File: config.mk
export PLATFORM = sky130hd
export DESIGN_NAME = pix_combiner
export DESIGN_NICKNAME = d
export VERILOG_FILES = /design/src/rtl/pix_combiner_pkg.sv /design/src/rtl/pix_comb_opsel.sv /design/src/rtl/pix_comb_lane.sv /design/src/rtl/pix_combiner.sv
export SDC_FILE = /design/constraint.sdc
export NUM_CORES = 2
export LEC_CHECK = 0
export BUFFER_PORTS_ARGS = -buffer_cell sky130_fd_sc_hd__buf_2
export CORE_ASPECT_RATIO = 1.5
export CORE_UTILIZATION = 40
export DETAILED_ROUTE_END_ITERATION = 16
export MAX_ROUTING_LAYER = met4
export PLACE_DENSITY = 0.57
export SYNTH_ARGS = -nofsm -noshare
export SYNTH_HDL_FRONTEND = slang
export SYNTH_SLANG_ARGS = --single-unit
File: constraint.sdc
create_clock -name clk_i -period 9.3 [get_ports clk_i]
set_input_delay 1.86 -clock clk_i [delete_from_list [all_inputs] [get_ports clk_i]]
set_output_delay 1.86 -clock clk_i [all_outputs]
set_load 0.01 [all_outputs]
File: src/rtl/pix_combiner_pkg.sv
package pix_combiner_pkg;
  localparam int OPS      = 4;
  localparam int OP_BITS  = 5;
  localparam int CTRL_W   = OPS * OP_BITS + 1;
  localparam int CMP_BIT  = OPS * OP_BITS;

  typedef enum logic [2:0] {
    SRC_ITER  = 3'd0,
    SRC_TEX   = 3'd1,
    SRC_PREV  = 3'd2,
    SRC_HOLD  = 3'd3,
    SRC_CONST = 3'd4,
    SRC_CSUM  = 3'd5
  } src_e;

  typedef enum logic [1:0] {
    MOD_PASS = 2'd0,
    MOD_NEG  = 2'd1,
    MOD_INV  = 2'd2,
    MOD_BIAS = 2'd3
  } mod_e;

  typedef enum logic [1:0] {
    CFG_COLOR = 2'd0,
    CFG_ALPHA = 2'd1,
    CFG_CONST = 2'd2,
    CFG_HOLD  = 2'd3
  } cfg_e;
endpackage

File: src/rtl/pix_comb_opsel.sv
module pix_comb_opsel
  import pix_combiner_pkg::*;
#(
  parameter int W  = 13,
  localparam int IW = W + 2
) (
  input  logic [2:0]           sel_i,
  input  logic [1:0]           mod_i,
  input  logic [W-1:0]         iter_i,
  input  logic [W-1:0]         tex_i,
  input  logic [W-1:0]         prev_i,
  input  logic [W-1:0]         hold_i,
  input  logic [W-1:0]         const_i,
  input  logic [W-1:0]         csum_i,
  output logic signed [IW-1:0] opnd_o
);
  localparam logic signed [IW-1:0] ONE_I  = IW'(1 << (W - 1));
  localparam logic signed [IW-1:0] HALF_I = IW'(1 << (W - 2));

  logic [W-1:0]         raw;
  logic signed [IW-1:0] x;

  always_comb begin
    unique case (sel_i)
      SRC_ITER:  raw = iter_i;
      SRC_TEX:   raw = tex_i;
      SRC_PREV:  raw = prev_i;
      SRC_HOLD:  raw = hold_i;
      SRC_CONST: raw = const_i;
      SRC_CSUM:  raw = csum_i;
      default:   raw = '0;
    endcase
  end

  assign x = signed'({{(IW-W){1'b0}}, raw});

  always_comb begin
    unique case (mod_i)
      MOD_PASS: opnd_o = x;
      MOD_NEG:  opnd_o = -x;
      MOD_INV:  opnd_o = ONE_I - x;
      default:  opnd_o = x - HALF_I;
    endcase
  end
endmodule

File: src/rtl/pix_comb_lane.sv
module pix_comb_lane #(
  parameter int W  = 13,
  localparam int IW = W + 2,
  localparam int PW = 2 * IW + 1,
  localparam int FRAC = W - 1
) (
  input  logic                 clk_i,
  input  logic                 rst_ni,
  input  logic                 ld1_i,
  input  logic                 ld2_i,
  input  logic                 ld3_i,
  input  logic                 cmp_i,
  input  logic signed [IW-1:0] a_i,
  input  logic signed [IW-1:0] b_i,
  input  logic signed [IW-1:0] c_i,
  input  logic signed [IW-1:0] d_i,
  output logic [W-1:0]         res_o
);
  localparam logic signed [PW-1:0] ONE_P = PW'(1 << FRAC);

  // stage 1: conditioned operands
  logic signed [IW-1:0] a_q, b_q, c_q, d_q;
  logic                 cmp_q;
  // stage 2: product or selected value, pending addend
  logic signed [PW-1:0] p_q;
  logic signed [IW-1:0] dd_q;

  logic signed [IW:0]   sum, diff;
  logic signed [PW-1:0] prod, shf, tot;
  logic                 gt;

  assign sum  = IW'(a_q) + IW'(b_q) + (IW+1)'(0);
  assign diff = (IW+1)'(a_q) - (IW+1)'(b_q);
  assign prod = PW'(sum) * PW'(c_q);
  assign shf  = prod >>> FRAC;
  assign gt   = !diff[IW] && (diff != '0);
  assign tot  = p_q + PW'(dd_q);

  always_ff @(posedge clk_i or negedge rst_ni) begin
    if (!rst_ni) begin
      a_q   <= '0;
      b_q   <= '0;
      c_q   <= '0;
      d_q   <= '0;
      cmp_q <= 1'b0;
    end else if (ld1_i) begin
      a_q   <= a_i;
      b_q   <= b_i;
      c_q   <= c_i;
      d_q   <= d_i;
      cmp_q <= cmp_i;
    end
  end

  always_ff @(posedge clk_i or negedge rst_ni) begin
    if (!rst_ni) begin
      p_q  <= '0;
      dd_q <= '0;
    end else if (ld2_i) begin
      if (cmp_q) begin
        p_q  <= gt ? PW'(c_q) : PW'(d_q);
        dd_q <= '0;
      end else begin
        p_q  <= shf;
        dd_q <= d_q;
      end
    end
  end

  always_ff @(posedge clk_i or negedge rst_ni) begin
    if (!rst_ni) begin
      res_o <= '0;
    end else if (ld3_i) begin
      if (tot[PW-1])       res_o <= '0;
      else if (tot > ONE_P) res_o <= W'(ONE_P);
      else                 res_o <= tot[W-1:0];
    end
  end
endmodule

File: src/rtl/pix_combiner.sv
module pix_combiner
  import pix_combiner_pkg::*;
#(
  parameter int W  = 13,
  parameter int NC = 4,
  localparam int PIX_W = NC * W,
  localparam int IW    = W + 2
) (
  input  logic             clk_i,
  input  logic             rst_ni,
  input  logic             cfg_we_i,
  input  logic [1:0]       cfg_addr_i,
  input  logic [PIX_W-1:0] cfg_data_i,
  input  logic             valid_i,
  input  logic             store_i,
  input  logic [PIX_W-1:0] iter_i,
  input  logic [PIX_W-1:0] tex_i,
  input  logic [PIX_W-1:0] prev_i,
  output logic             valid_o,
  output logic [PIX_W-1:0] pix_o
);
  localparam logic [W+1:0] ONE_S = (W+2)'(1 << (W - 1));

  logic [CTRL_W-1:0] ctrl_c_q, ctrl_a_q;
  logic [PIX_W-1:0]  const_q, hold_q;
  logic              v1_q, v2_q, v3_q;
  logic              st1_q, st2_q, st3_q;
  logic [W+1:0]      csum_full;
  logic [W-1:0]      csum;

  // broadcast R+G+B of previous-stage input, saturated to 1.0
  assign csum_full = (W+2)'(prev_i[2*W +: W]) + (W+2)'(prev_i[W +: W]) + (W+2)'(prev_i[0 +: W]);
  assign csum      = (csum_full > ONE_S) ? W'(ONE_S) : csum_full[W-1:0];

  always_ff @(posedge clk_i or negedge rst_ni) begin
    if (!rst_ni) begin
      ctrl_c_q <= '0;
      ctrl_a_q <= '0;
      const_q  <= '0;
    end else if (cfg_we_i) begin
      unique case (cfg_addr_i)
        CFG_COLOR: ctrl_c_q <= cfg_data_i[CTRL_W-1:0];
        CFG_ALPHA: ctrl_a_q <= cfg_data_i[CTRL_W-1:0];
        CFG_CONST: const_q  <= cfg_data_i;
        default: ;
      endcase
    end
  end

  // held register: port write wins over capture
  always_ff @(posedge clk_i or negedge rst_ni) begin
    if (!rst_ni)                                hold_q <= '0;
    else if (cfg_we_i && cfg_addr_i == CFG_HOLD) hold_q <= cfg_data_i;
    else if (v3_q && st3_q)                     hold_q <= pix_o;
  end

  always_ff @(posedge clk_i or negedge rst_ni) begin
    if (!rst_ni) begin
      {v1_q, v2_q, v3_q}    <= '0;
      {st1_q, st2_q, st3_q} <= '0;
    end else begin
      v1_q  <= valid_i;
      v2_q  <= v1_q;
      v3_q  <= v2_q;
      st1_q <= valid_i & store_i;
      st2_q <= st1_q;
      st3_q <= st2_q;
    end
  end

  assign valid_o = v3_q;

  for (genvar gi = 0; gi < NC; gi++) begin : g_comp
    logic [CTRL_W-1:0]    ctl;
    logic signed [IW-1:0] opv [OPS];

    if (gi == NC - 1) begin : g_alpha
      assign ctl = ctrl_a_q;
    end else begin : g_color
      assign ctl = ctrl_c_q;
    end

    for (genvar gk = 0; gk < OPS; gk++) begin : g_op
      pix_comb_opsel #(.W(W)) u_opsel (
        .sel_i   (ctl[gk*OP_BITS +: 3]),
        .mod_i   (ctl[gk*OP_BITS+3 +: 2]),
        .iter_i  (iter_i[gi*W +: W]),
        .tex_i   (tex_i[gi*W +: W]),
        .prev_i  (prev_i[gi*W +: W]),
        .hold_i  (hold_q[gi*W +: W]),
        .const_i (const_q[gi*W +: W]),
        .csum_i  (csum),
        .opnd_o  (opv[gk])
      );
    end

    pix_comb_lane #(.W(W)) u_lane (
      .clk_i  (clk_i),
      .rst_ni (rst_ni),
      .ld1_i  (valid_i),
      .ld2_i  (v1_q),
      .ld3_i  (v2_q),
      .cmp_i  (ctl[CMP_BIT]),
      .a_i    (opv[0]),
      .b_i    (opv[1]),
      .c_i    (opv[2]),
      .d_i    (opv[3]),
      .res_o  (pix_o[gi*W +: W])
    );
  end
endmodule

# After elaboration in Yosys (flattened, before gate mapping)
# Cells that the tools add are included.
# totals
regBits	630
inputBits	215
out_inout_bits	53
elab_cells	261
# op_classes
n_addsub	62
mul	4
order_cmp	5
n_eq_ne	59
n_mux	55
n_bitwise	1
n_reduce_logical	35
# ops
cell	count
$pmux 13 s6	16
$pmux 15 s3	16
$mux 31	8
$neg 13->15	16
$sub 13x12->14 const B	16
$sub 13x13->14 const A	16
$add 31x15->31	4
$gt 31x14->1 const B	4
$mul 16x15->31	4
$mux 13	9
$mux 52	2
$add 15x15->16	4
$reduce_bool 16->1	4
$sub 15x15->16	4
$mux 15	4
$eq 3x2->1 const B	16
$eq 3x3->1 const B	16
$eq 3x1->1 const B	8
$logic_not 3->1	8
$eq 2x2->1 const B	10
$eq 2x1->1 const B	9
$logic_not 2->1	9
$add 14x13->15	1
$gt 15x13->1 const B	1
6 further kinds	16

# Longest topological paths before layout
# logic_depth
ltp_word	7
mapped_depth	38
ltp_nobuf	36

# Modules after synthesis
# From an unflattened synthesis, not the netlist that was laid out.
# unflattened
hier_cells	9510
hier_area_um2	88095.7
# modules_own_cells
module	instances	cells_each	area_per_inst_um2	seq_area_each_um2
pix_comb_opsel	16	149	1201.2	0.0
pix_comb_lane at g_comp[1].u_lane	1	1674	15541.2	2702.6
pix_comb_lane at g_comp[0].u_lane	1	1646	15481.1	2702.6
pix_comb_lane at g_comp[3].u_lane	1	1635	15444.8	2702.6
pix_comb_lane at g_comp[2].u_lane	1	1620	15411.0	2702.6
pix_combiner	1	551	6999.2	3803.6

# Worst setup path after synthesis
# Ideal clock, no wire load.
# synth_path
path_type	register -> register
startpoint	register g_comp[0].u_lane.b_q[1]
endpoint	register g_comp[0].u_lane.p_q[29]
setup_time_ns	0.126
arrival_ns	8.681
t_required_ns	9.174
path_slack_ns	0.493
stages_incl_launch_ff	37
path_buffers	1
period_less_slack_ns	8.807
path_cell_list	dfrtp_1 inv_1 ha_1 inv_1 a21oi_1 o21a_1 o21bai_1 a21oi_1 o21bai_1 a211oi_1 o41a_1 o21ai_0 nand2_1 clkbuf_1 and2_1 fa_1 inv_1 fa_1 inv_1 fa_1 fa_1 fa_1 inv_1 fa_1 inv_1 ha_1 a21o_1 a21o_1 a221o_1 a21oi_1 a21oi_1 o31a_1 and2_1 a311o_1 a21oi_1 xnor2_1 a221o_1
# synth_via
elab_chain_cells	5
word_cells_on_any_way	8
cone_classes	add/sub (2); mul (1); mux (2); reduce/logical (3)
# synth_lines
item	line	rtl
start, declared	pix_comb_lane.sv:22	logic signed [IW-1:0] a_q, b_q, c_q, d_q;
start signal, assigned	pix_comb_lane.sv:48	b_q <= b_i;
parallel branches: the longest is 4 deep, another holds $mul 16x15->31	--	
$mux 31 *	pix_comb_lane.sv:60	if (cmp_q) begin
end signal, assigned	pix_comb_lane.sv:61	p_q <= gt ? PW'(c_q) : PW'(d_q);
end, declared	pix_comb_lane.sv:25	logic signed [PW-1:0] p_q;
# Every way passes the cells marked *.
# A chain may end at the register's enable or synchronous reset.

# Worst setup path after layout
# Ends and elaborated chain as after synthesis.

==> run metrics <==
gr ovfl total=0; die area=212,000 µm²; syn nets=11,000; Vias=72,000; core area=208,000 µm²; worst path required time=9.84 ns; Die Wd=376 µm; Die H=563 µm; final estimated routing congestion in global placement=1.05; H-tree Lvls=3; outcome=finished, final reports clean; Syn Inst Count=around 9,300; layout cells sized above 1=between 10% and 20%; Setup Crit Path Kind=reg -> reg; Max Used Layer=met4; CP Launch Type=flop; vias in the first global route=between 70,000 and 80,000; r2r setup slk=0.37 ns; global-route wire length before repair=504 mm; Synth cell types=125; CP endpoint kind=flop; worst r2r dst=g_comp[0].u_lane.p_q[29]; DRT Wirelength=~350 mm; CTS Sinks=582; I/O Buffers=267; drt first pass iters=10; hold_buf cts=0; Final Util=44.1%; I/O pins=268; met1 wire length=roughly 130 mm; Hold Violations, Final=0; EDFF count, synth=0; maxcap violations=0; wire length per cell=28.3 µm; Syn Std Cell Area=84,000 µm²; Initial Utilization=40.3%; CTS max path bufs=3; capture point of the worst path=g_comp[0].u_lane.p_q[29]; Post-DP Area=89,000 µm²; Clk Latency, worst-skew pair=0.70 ns; met2 wire len=164 mm; GRT Overall Usage=33.6%; CTS tree=yes; # DRC=0; Critical Path Start=g_comp[0].u_lane.b_q[1]; Critical Path AT=9.47 ns; max_slew headroom=17.6%; First DRT Iteration DRCs=6,125; post-synthesis sequential area ratio=17.3%; Max Clock Skew=0.0528 ns; cts bufs inserted=72; R2R depth=35; Largest stage delay, worst path=0.59 ns; Slew Viols, Final=0; largest net degree at the start of global routing=178; Hold Crit Class=reg -> reg; CTS root buffer=clkbuf_16; final setup vio count=0; Post-Layout Inst Area=around 90,000 µm²; post-route clock period utilization=96.0%; storage element area=14,600 µm²; # rows=roughly 200; FMAX=112 MHz; reg2reg start=g_comp[0].u_lane.b_q[1]; cell mode on critical path=fa_1; Fillers=20,500; nets@finish=11,100; Least-Margin Pin Slew=1.22 ns; post-route ant nets=0; Clock transition at path regs=approximately 0.070 ns; Seq cells post-synth=582; worst slack, placed=-0.0929 ns; slowest stage cell, crit path=fa_1; DP Wirelength=277 mm; met3 wire length=28.6 mm; initial antenna violation count=48; synthesis-to-layout area growth=9.26%; Avg Cell Area, Syn=9.07 µm²; crit-path max FO=4; ys async rst share=100%; Yosys warning count=0; dominant synthesized flop cell=dfrtp_1; area of the multi-input gates=62,600 µm²; fin crit period=between 8 and 9 ns; vias per cell=5.88; Final WS setup=approximately 0.37 ns
## per-layer routing
layer	vias up	track usage, %
li1	31200	-
met1	36900	40.1
met2	3148	54.4
met3	774	6.43
met4	0	16.1
met5	-	-
## synthesized netlist by cell type (22+ instances only)
library cell	number	area share, %
nor4_1	22	0.16
nor2_1	478	2.1
or2_2	31	0.23
nand2_1	885	4.0
a21o_1	68	0.61
clkbuf_1	411	1.8
and3_1	42	0.31
nand3_1	113	0.67
a22o_1	43	0.45
mux2i_1	212	2.5
fa_1	962	23
dfrtp_1	582	17
or3_1	30	0.22
mux2_2	208	2.8
a31oi_1	83	0.62
ha_1	592	8.8
and2_1	434	3.2
nor2b_1	86	0.64
inv_1	1381	6.2
o21bai_1	30	0.27
nor3_1	119	0.71
a22oi_1	83	0.74
o31ai_1	69	0.62
buf_2	31	0.18
mux4_2	164	4.4
a21oi_1	393	2.3
xnor2_1	248	2.6
o21ai_0	461	2.7
nand4_1	33	0.25
o21a_1	58	0.52
nand2b_1	58	0.43
nand3b_1	71	0.63
a211oi_1	42	0.38
o211ai_1	44	0.39
o22ai_1	61	0.45
o221ai_1	33	0.34
buf_1	40	0.18
xor2_1	130	1.4
## placed cells by master, fill, tap and decap left out, types with 79 or more instances in the layout
master | netlist | layout
a21oi_1 | 393 | 389
mux2_2 | 208 | 208
fa_1 | 962 | 962
mux2i_1 | 212 | 212
nor2b_1 | 86 | 85
buf_2 | 31 | 265
mux4_2 | 164 | 164
nand3_1 | 113 | 110
xor2_1 | 130 | 123
nor3_1 | 119 | 116
a31oi_1 | 83 | 79
dfrtp_1 | 582 | 569
a22oi_1 | 83 | 83
nand2_1 | 885 | 882
ha_1 | 592 | 592
buf_4 | 8 | 253
inv_1 | 1381 | 1377
o21ai_0 | 461 | 457
xnor2_1 | 248 | 241
and2_1 | 434 | 431
nor2_1 | 478 | 474
## critical path, delay by kind of cell, from the launching register on
family	cells	cell delay [ns]
buffers and inverters	6	0.37
adder cells (fa/ha/maj)	8	3.78
AO/OA/AOI/OAI	17	3.67
flip-flops	1	0.36
XOR/XNOR	1	0.09
AND/OR/NAND/NOR	3	0.53
## logic make-up (layout without fill, tap and decap cells)
logic type      Yosys count  count (layout)  synth area share [%]
compound gates         1795            1795                  14.3
mux                     585             585                  9.73
other cells               0              43                     0
flops                   582             582                  17.3
simple gates           2468            2468                  14.3
fa+ha+maj              1567            1567                  31.9
buf+inv                1885            2044                  8.56
xor+xnor                378             378                  3.94
## through the flow
| stage | hold WS [ns] | cells | TNS [ns] |
|---|---|---|---|
| final | 0.345 | 12300 | 0 |
| after global routing | 0.356 | 12200 | -0.0125 |
| after CTS | 0.340 | 12200 | 0 |
| after detailed placement | 0.348 | 12100 | -0.0929 |
| after global placement | 0.335 | 12100 | 0 |
| after floorplan | 0.331 | 9260 | 0 |
## flip-flops by register name, indices dropped and copies added (netlist names), 52 cells and up
name / count
g_comp.u_lane.c_q: 60
g_comp.u_lane.res_o: 52
g_comp.u_lane.dd_q: 60
hold_q: 52
g_comp.u_lane.a_q: 60
g_comp.u_lane.d_q: 60
const_q: 52
g_comp.u_lane.p_q: 76
g_comp.u_lane.b_q: 60
## what timing repair did
item                                    4_1_cts  5_1_grt
gates resized for setup                       1       36
endpoints found under the setup margin        2       22
pin swaps                                     2        7
buffers inserted                              1        5
endpoints found under the hold margin         0        0
## how the worst min path moves through the flow
stage          start     to  slack (ns)  cells past startpoint
3_5_place_dp   st1_q  st2_q        0.35                      0
4_1_cts        st2_q  st3_q        0.34                      0
3_3_place_gp   st2_q  st3_q        0.34                      0
6_report       st2_q  st3_q        0.34                      0
5_1_grt        st2_q  st3_q        0.36                      0
2_1_floorplan  st1_q  st2_q        0.33                      0
## area by class of cell
class | instances | area share, %
clock inverter | 41 | 0.537
clock buffer | 89 | 2.16
antenna | 43 | 0.117
multi-input combinational | 6793 | 68.2
inverter | 1389 | 5.68
timing repair buffer | 525 | 3.65
sequential | 582 | 15.9
tap | 2794 | 3.81
Power is not shown: default switching activity piles up to over one toggle a cycle in this logic, so the estimate is an artifact.
